<file path="config.mk">
export PLATFORM = sky130hd
export DESIGN_NAME = uart_rx_timed
export DESIGN_NICKNAME = d
export VERILOG_FILES = /design/src/rtl/uart_rx_pkg.sv /design/src/rtl/rx_sync.sv /design/src/rtl/rx_frame_fsm.sv /design/src/rtl/rx_holdbuf.sv /design/src/rtl/uart_rx_timed.sv
export SDC_FILE = /design/constraint.sdc
export NUM_CORES = 1
export LEC_CHECK = 0
export BUFFER_PORTS_ARGS = -buffer_cell sky130_fd_sc_hd__buf_2
export CAP_MARGIN = 20
export CELL_PAD_IN_SITES_DETAIL_PLACEMENT = 0
export CELL_PAD_IN_SITES_GLOBAL_PLACEMENT = 1
export CORE_ASPECT_RATIO = 1.1
export CORE_UTILIZATION = 44
export CTS_CLUSTER_DIAMETER = 50
export DETAILED_ROUTE_END_ITERATION = 6
export PLACE_DENSITY = 0.8
export SETUP_SLACK_MARGIN = 0.2
export SYNTH_ARGS = -nofsm -noshare
export SYNTH_HDL_FRONTEND = slang
export SYNTH_HIERARCHICAL = 1
export SYNTH_SLANG_ARGS = --single-unit
export TNS_END_PERCENT = 10
</file>
<file path="constraint.sdc">
create_clock -name clk -period 2.4 [get_ports clk]
set_clock_uncertainty 0.1 [all_clocks]
set_input_delay 0.36 -clock clk [delete_from_list [all_inputs] [get_ports clk]]
set_output_delay 0.36 -clock clk [all_outputs]
set_load 0.005 [all_outputs]
</file>
<file path="src/rtl/uart_rx_pkg.sv">
package uart_rx_pkg;

  typedef enum logic [2:0] {
    FMT_D7  = 3'd0,
    FMT_D7P = 3'd1,
    FMT_D8  = 3'd2,
    FMT_D8P = 3'd3,
    FMT_D9  = 3'd4
  } rx_fmt_e;

  typedef enum logic [2:0] {
    ST_IDLE,
    ST_START,
    ST_DATA,
    ST_PAR,
    ST_STOP
  } rx_state_e;

  function automatic int fmt_data_bits(logic [2:0] f);
    case (f)
      FMT_D7, FMT_D7P: return 7;
      FMT_D9:          return 9;
      default:         return 8;
    endcase
  endfunction

  function automatic logic fmt_has_par(logic [2:0] f);
    return (f == FMT_D7P) || (f == FMT_D8P);
  endfunction

endpackage

</file>
<file path="src/rtl/rx_sync.sv">
module rx_sync #(
  parameter int STAGES = 2
) (
  input  logic clk,
  input  logic rst,
  input  logic d_in,
  output logic d_out
);
  logic [STAGES-1:0] chain;

  generate
    for (genvar s = 0; s < STAGES; s++) begin : g_stage
      if (s == 0) begin : g_first
        always_ff @(posedge clk) begin
          if (rst) chain[0] <= 1'b1;
          else     chain[0] <= d_in;
        end
      end else begin : g_next
        always_ff @(posedge clk) begin
          if (rst) chain[s] <= 1'b1;
          else     chain[s] <= chain[s-1];
        end
      end
    end
  endgenerate

  assign d_out = chain[STAGES-1];
endmodule

</file>
<file path="src/rtl/rx_frame_fsm.sv">
module rx_frame_fsm
  import uart_rx_pkg::*;
#(
  parameter int OS_RATE  = 16,
  parameter int DATA_MAX = 9
) (
  input  logic                clk,
  input  logic                rst,
  input  logic                tick,
  input  logic                line,
  input  logic                rx_en,
  input  logic [2:0]          fmt,
  input  logic                par_odd,
  output logic                done,
  output logic                frm_bad,
  output logic                par_bad,
  output logic [DATA_MAX-1:0] word
);
  localparam int CNT_W = $clog2(OS_RATE);
  localparam int IDX_W = $clog2(DATA_MAX + 1);
  localparam logic [CNT_W-1:0] MID_CNT  = CNT_W'(OS_RATE / 2 - 1);
  localparam logic [CNT_W-1:0] LAST_CNT = CNT_W'(OS_RATE - 1);

  rx_state_e           state;
  logic [CNT_W-1:0]    cnt;
  logic [IDX_W-1:0]    idx;
  logic [DATA_MAX-1:0] shreg;
  logic [2:0]          fmt_q;
  logic                odd_q;
  logic                par_acc;
  logic [IDX_W-1:0]    last_idx;

  always_comb last_idx = IDX_W'(fmt_data_bits(fmt_q) - 1);

  always_ff @(posedge clk) begin
    if (rst) begin
      state   <= ST_IDLE;
      cnt     <= '0;
      idx     <= '0;
      shreg   <= '0;
      fmt_q   <= 3'd0;
      odd_q   <= 1'b0;
      par_acc <= 1'b0;
      word    <= '0;
      done    <= 1'b0;
      frm_bad <= 1'b0;
      par_bad <= 1'b0;
    end else begin
      done    <= 1'b0;
      frm_bad <= 1'b0;
      par_bad <= 1'b0;
      if (tick) begin
        case (state)
          ST_IDLE: begin
            if (rx_en && !line) begin
              state <= ST_START;
              cnt   <= '0;
              fmt_q <= fmt;
              odd_q <= par_odd;
            end
          end
          ST_START: begin
            if (cnt == MID_CNT) begin
              cnt     <= '0;
              idx     <= '0;
              shreg   <= '0;
              par_acc <= 1'b0;
              state   <= line ? ST_IDLE : ST_DATA;
            end else begin
              cnt <= cnt + 1'b1;
            end
          end
          ST_DATA: begin
            if (cnt == LAST_CNT) begin
              cnt        <= '0;
              shreg[idx] <= line;
              par_acc    <= par_acc ^ line;
              idx        <= idx + 1'b1;
              if (idx == last_idx)
                state <= fmt_has_par(fmt_q) ? ST_PAR : ST_STOP;
            end else begin
              cnt <= cnt + 1'b1;
            end
          end
          ST_PAR: begin
            if (cnt == LAST_CNT) begin
              cnt     <= '0;
              par_bad <= par_acc ^ line ^ odd_q;
              state   <= ST_STOP;
            end else begin
              cnt <= cnt + 1'b1;
            end
          end
          ST_STOP: begin
            if (cnt == LAST_CNT) begin
              cnt     <= '0;
              done    <= 1'b1;
              frm_bad <= ~line;
              word    <= shreg;
              state   <= ST_IDLE;
            end else begin
              cnt <= cnt + 1'b1;
            end
          end
          default: state <= ST_IDLE;
        endcase
      end
    end
  end

  // completion is a single-cycle event
  assert_done_single_R4: assert property (@(posedge clk) disable iff (rst)
    done |=> !done);

  // a parity verdict only exists for formats that carry parity
  assert_par_only_in_par_fmt_R5: assert property (@(posedge clk) disable iff (rst)
    par_bad |-> fmt_has_par(fmt_q));

  // an idle, disabled receiver stays idle
  assert_idle_when_disabled_R9: assert property (@(posedge clk) disable iff (rst)
    (state == ST_IDLE && !rx_en) |=> state == ST_IDLE);

  // captured format is frozen while a frame is in progress
  assert_fmt_frozen_R10: assert property (@(posedge clk) disable iff (rst)
    (state == ST_DATA && $past(state) == ST_DATA) |-> $stable(fmt_q));

endmodule

</file>
<file path="src/rtl/rx_holdbuf.sv">
module rx_holdbuf #(
  parameter int DATA_MAX = 9
) (
  input  logic                clk,
  input  logic                rst,
  input  logic                done,
  input  logic                frm_bad,
  input  logic                par_bad,
  input  logic [DATA_MAX-1:0] word,
  input  logic                rd,
  output logic [DATA_MAX-1:0] data,
  output logic                valid,
  output logic                irq,
  output logic                par_p,
  output logic                frm_p,
  output logic                ovr_p,
  output logic                par_f,
  output logic                frm_f,
  output logic                ovr_f
);
  logic full_blocks;
  logic set_frm;
  logic set_ovr;

  always_comb begin
    full_blocks = valid && !rd;
    set_frm     = done && frm_bad;
    set_ovr     = done && full_blocks;
  end

  always_ff @(posedge clk) begin
    if (rst) begin
      data  <= '0;
      valid <= 1'b0;
      irq   <= 1'b0;
      par_p <= 1'b0;
      frm_p <= 1'b0;
      ovr_p <= 1'b0;
      par_f <= 1'b0;
      frm_f <= 1'b0;
      ovr_f <= 1'b0;
    end else begin
      irq   <= done;
      par_p <= par_bad;
      frm_p <= set_frm;
      ovr_p <= set_ovr;
      if (rd) valid <= 1'b0;
      if (done && !full_blocks) begin
        data  <= word;
        valid <= 1'b1;
      end
      if (rd) begin
        par_f <= 1'b0;
        frm_f <= 1'b0;
        ovr_f <= 1'b0;
      end
      if (par_bad) par_f <= 1'b1;
      if (set_frm) frm_f <= 1'b1;
      if (set_ovr) ovr_f <= 1'b1;
    end
  end

  // a word-received pulse always leaves a word in the buffer
  assert_irq_has_word_R4: assert property (@(posedge clk) disable iff (rst)
    irq |-> valid);

  // an overrun is only reported alongside a completed frame
  assert_ovr_with_irq_R7: assert property (@(posedge clk) disable iff (rst)
    ovr_p |-> irq);

  // an overrun leaves the unread word untouched
  assert_ovr_keeps_data_R7: assert property (@(posedge clk) disable iff (rst)
    ovr_p |-> $stable(data));

  // a read with no new error clears every sticky flag
  assert_read_clears_R8: assert property (@(posedge clk) disable iff (rst)
    (rd && !par_bad && !set_frm) |=> (!par_f && !frm_f && !ovr_f && !valid));

endmodule

</file>
<file path="src/rtl/uart_rx_timed.sv">
module uart_rx_timed
  import uart_rx_pkg::*;
#(
  parameter int OS_RATE     = 16,
  parameter int DATA_MAX    = 9,
  parameter int SYNC_STAGES = 2
) (
  input  logic                clk,
  input  logic                rst,
  input  logic                os_tick,
  input  logic                rxd,
  input  logic                rx_enable,
  input  logic [2:0]          fmt,
  input  logic                par_odd,
  input  logic                rd_strobe,
  output logic [DATA_MAX-1:0] rx_data,
  output logic                rx_valid,
  output logic                rx_irq,
  output logic                par_err_pulse,
  output logic                frm_err_pulse,
  output logic                ovr_err_pulse,
  output logic                par_err_flag,
  output logic                frm_err_flag,
  output logic                ovr_err_flag
);
  logic                line_s;
  logic                f_done;
  logic                f_frm;
  logic                f_par;
  logic [DATA_MAX-1:0] f_word;

  rx_sync #(.STAGES(SYNC_STAGES)) u_sync (
    .clk   (clk),
    .rst   (rst),
    .d_in  (rxd),
    .d_out (line_s)
  );

  rx_frame_fsm #(.OS_RATE(OS_RATE), .DATA_MAX(DATA_MAX)) u_fsm (
    .clk     (clk),
    .rst     (rst),
    .tick    (os_tick),
    .line    (line_s),
    .rx_en   (rx_enable),
    .fmt     (fmt),
    .par_odd (par_odd),
    .done    (f_done),
    .frm_bad (f_frm),
    .par_bad (f_par),
    .word    (f_word)
  );

  rx_holdbuf #(.DATA_MAX(DATA_MAX)) u_buf (
    .clk     (clk),
    .rst     (rst),
    .done    (f_done),
    .frm_bad (f_frm),
    .par_bad (f_par),
    .word    (f_word),
    .rd      (rd_strobe),
    .data    (rx_data),
    .valid   (rx_valid),
    .irq     (rx_irq),
    .par_p   (par_err_pulse),
    .frm_p   (frm_err_pulse),
    .ovr_p   (ovr_err_pulse),
    .par_f   (par_err_flag),
    .frm_f   (frm_err_flag),
    .ovr_f   (ovr_err_flag)
  );

  // parity is judged before the stop bit, never in the same cycle
  assert_par_before_stop_R5: assert property (@(posedge clk) disable iff (rst)
    par_err_pulse |-> !rx_irq);

  // a framing error is reported only together with the word event
  assert_frm_with_irq_R6: assert property (@(posedge clk) disable iff (rst)
    frm_err_pulse |-> rx_irq);

endmodule

</file>
==> flow_summary.toml <==
[critical_path]
crit_path_start_kind = "flop"
crit_buf_inv = 0
crit_required_ns = 2.51
slowest_delay_ns = 0.43
cp_max_fo = 6
crit_path_end_kind = "flop"
critPathTopFamily = "compound AO/OA/AOI/OAI gates"
slowest_stage = "or3b_1"
cp.arrival_ns = 2.25
critPathKind = "reg2reg"
path_cells = "ha_4 -> nand3_1 -> or3b_1 -> a32oi_2 -> a21bo_2 -> mux2_4"

[finish]
layout_commonest_cell = "dfxtp_1"
diodes = 0
area_growth_pct = 13.0
final_cell_mix = "54 x dfxtp_1, 39 x nor2_1, 31 x mux2i_1, 26 x buf_2, 23 x nand2b_1"
drive_above_1_share = 0.181
nFillCells = 531
num-nets-final = 307

[timing]
clock.fmax_ghz = 0.469
fin_tns_setup_ns = 0
period_minus_slack_ns = 2.13
max_slew_margin = 0.590
hold_viol = 0
tightest_slew_ns = 0.612
finalMaxSlewViolations = 0
setup_viol = 0
period_share = 0.889
rsz0062_at_grt = "no"

[global_route]
grt_max_degree = 39
first_global_vias = 1708
grt_first_pass_wirelength_um = 7790
antenna_found_initial = 0
grt-ovfl-total = 0
track_usage = 0.172

[synthesis]
async_flop_share = 0
syn_area_mm2 = 0.00249
synth_seq_cells = 56
seq_area_frac_synth = 0.450
synth_area_per_cell_um2 = 9.43
synth_nets = 279
synth-edff-count = 0
synth_cell_type_count = 46
ys_warn_count = 6
ys_dominant_reg_cell = "dfxtp_1"
postSynthCellCount = 264

[place]
port_buffers = 26
routabilityCongestion = 0.819
dp_hpwl_um = 3170

[clocking]
cts.sinks = 56
cts_tree = "built"
clock_latency_ns = 0.31
htreeDepth = 2
cts_made_buffers = 5
cts_hold_buffers = 0
root_buffer = "clkbuf_8"
clockBufferDepth = 2
clk_pin_slew_ns = 0.10

[hold_path]
worst_hold_path_type = "in2reg"

[power_and_ir_drop]
netSwitchingFraction = 0.230
clock_power_share = 0.345
p_total_w = 0.00151
pwr_density_cell_mw_per_mm2 = 537
p_seq_frac = 0.619
p_leak_nw = 1.19
p_sw_w = 0.000348
internal-power_w = 0.00116
comb_power_share = 0.036
ir_drop_uv = 370

[run]
maxCapViolations = 0

[detailed_routing]
drt-initial-drc-count = 117
drt_wl_total_um = 4570
drc = 0
dr.pass1.iters = 4
post_drt_wl_per_cell_um = 12.4
vias = 1814
avgViaCountPerCell = 4.93
ant_nets = 0

[die]
die_x_um = 73.7
start_util = 0.459
ioPinCount = 27
placeableCoreArea_mm2 = 0.00543
dieArea_mm2 = 0.00596
dieHeight_um = 80.9
num_rows = 28

[status]
status = "complete, no violations"
kinds of logic (layout without fill, tap and decap cells):
logic type               after synthesis  count (layout)  share of synthesized area
multiplexers                          34              34                      0.140
AO/OA/AOI/OAI                         29              29                     0.0844
XOR/XNOR                               8               8                     0.0281
AND/OR/NAND/NOR                      115             115                      0.241
adder cells (fa/ha/maj)                5               5                     0.0251
flip-flops                            56              56                      0.450
buffers and inverters                 17              46                     0.0317
metrics by stage:
| stage | worst slack, ns | hold WS (ns) | util | std cells | cell area (um^2) |
|---|---|---|---|---|---|
| floorplan | 0.348 | 0.283 | - | 264 | 2490 |
| global placement | 0.274 | 0.304 | 0.497 | 359 | 2700 |
| detailed placement | 0.209 | 0.310 | 0.497 | 359 | 2700 |
| CTS | 0.206 | 0.110 | 0.514 | 367 | 2790 |
| global route | 0.199 | 0.113 | 0.518 | 368 | 2810 |
| finish | 0.267 | 0.122 | 0.518 | 368 | 2810 |
path summary, 6_finish.rpt:
| kind | from | endpoint | slack, ns | depth (start not counted) |
|---|---|---|---|---|
| max reg2reg | u_fsm/cnt[0] | u_fsm/state[1] | 0.27 | 6 |
| min | rxd | u_sync/chain[0] | 0.12 | 2 |
| max | u_fsm/cnt[0] | u_fsm/state[1] | 0.27 | 6 |
| min reg2reg | u_sync/chain[0] | u_sync/d_out | 0.33 | 1 |
registers in the layout (all words and copies together), names as in the netlist, 3 cells and up:
name         count
u_buf/data       9
u_fsm/shreg      9
u_fsm/word       9
u_fsm/cnt        4
u_fsm/idx        4
u_fsm/fmt_q      3
u_fsm/state      3
synthesized netlist by cell type (2+ instances only):
| cell | n | area [um^2] |
|---|---|---|
| dfxtp_1 | 56 | 1120 |
| nor2_1 | 39 | 146 |
| mux2i_1 | 31 | 310 |
| nand2b_1 | 23 | 144 |
| nand3_1 | 12 | 60.1 |
| a21oi_1 | 10 | 50.1 |
| nand2_1 | 10 | 37.5 |
| clkbuf_1 | 7 | 26.3 |
| nor2b_1 | 6 | 37.5 |
| ha_1 | 5 | 62.6 |
| o21ai_0 | 5 | 25.0 |
| inv_1 | 4 | 15.0 |
| nor3_1 | 4 | 20.0 |
| xnor2_1 | 4 | 35.0 |
| xor2_1 | 4 | 35.0 |
| buf_2 | 3 | 15.0 |
| nor3b_1 | 3 | 22.5 |
| and3_1 | 2 | 12.5 |
| mux2_2 | 2 | 22.5 |
| nand3b_1 | 2 | 15.0 |
| nand4_1 | 2 | 12.5 |
| o211ai_1 | 2 | 15.0 |
| o31ai_1 | 2 | 15.0 |
| or2_1 | 2 | 12.5 |
| or3_1 | 2 | 12.5 |
| or3b_1 | 2 | 17.5 |
worst reg2reg max path: stages, from the launching register on:
cell and delay, ns:
dfxtp_4 0.38, ha_4 0.16, nand3_1 0.11, or3b_1 0.43, a32oi_2 0.27, a21bo_2 0.28, mux2_4 0.29
cell type report:
type / instances / area (um^2) / share of cell area
clock inverters: 2 / 16.3 / 0.00578
inverters: 5 / 18.8 / 0.00667
multi-input cells: 191 / 1300 / 0.463
flip-flops and latches: 56 / 1130 / 0.400
clock buffers: 6 / 72.6 / 0.0258
well taps: 75 / 93.8 / 0.0334
repair buffers: 33 / 183 / 0.0649
what timing repair did:
action | CTS | global route
setup buffers | 0 | 1
resized for setup | 1 | 5
endpoints found under the setup margin | 1 | 2
pin swaps | 0 | 1
power by group through the flow:
stage	clock network, W	logic, W	registers, W
floorplan	0	0.0000342	0.000956
global placement	0	0.0000537	0.000957
detailed placement	0	0.0000536	0.000957
CTS	0.000548	0.0000543	0.000936
global route	0.000570	0.0000602	0.000936
finish	0.000521	0.0000538	0.000935
per-layer routing:
layer | wire (um) | share of wire | global-route usage | up-vias
met2 | 2180 | 0.48 | 0.284 | 25
li1 | - | - | - | 956
met3 | 158 | 0.035 | 0.0434 | 9
met1 | 2140 | 0.47 | 0.208 | 824
met4 | 94 | 0.021 | 0.0788 | 0
met5 | 0 | 0 | 0 | -
Note: power is estimated with default switching activity, not from simulation.
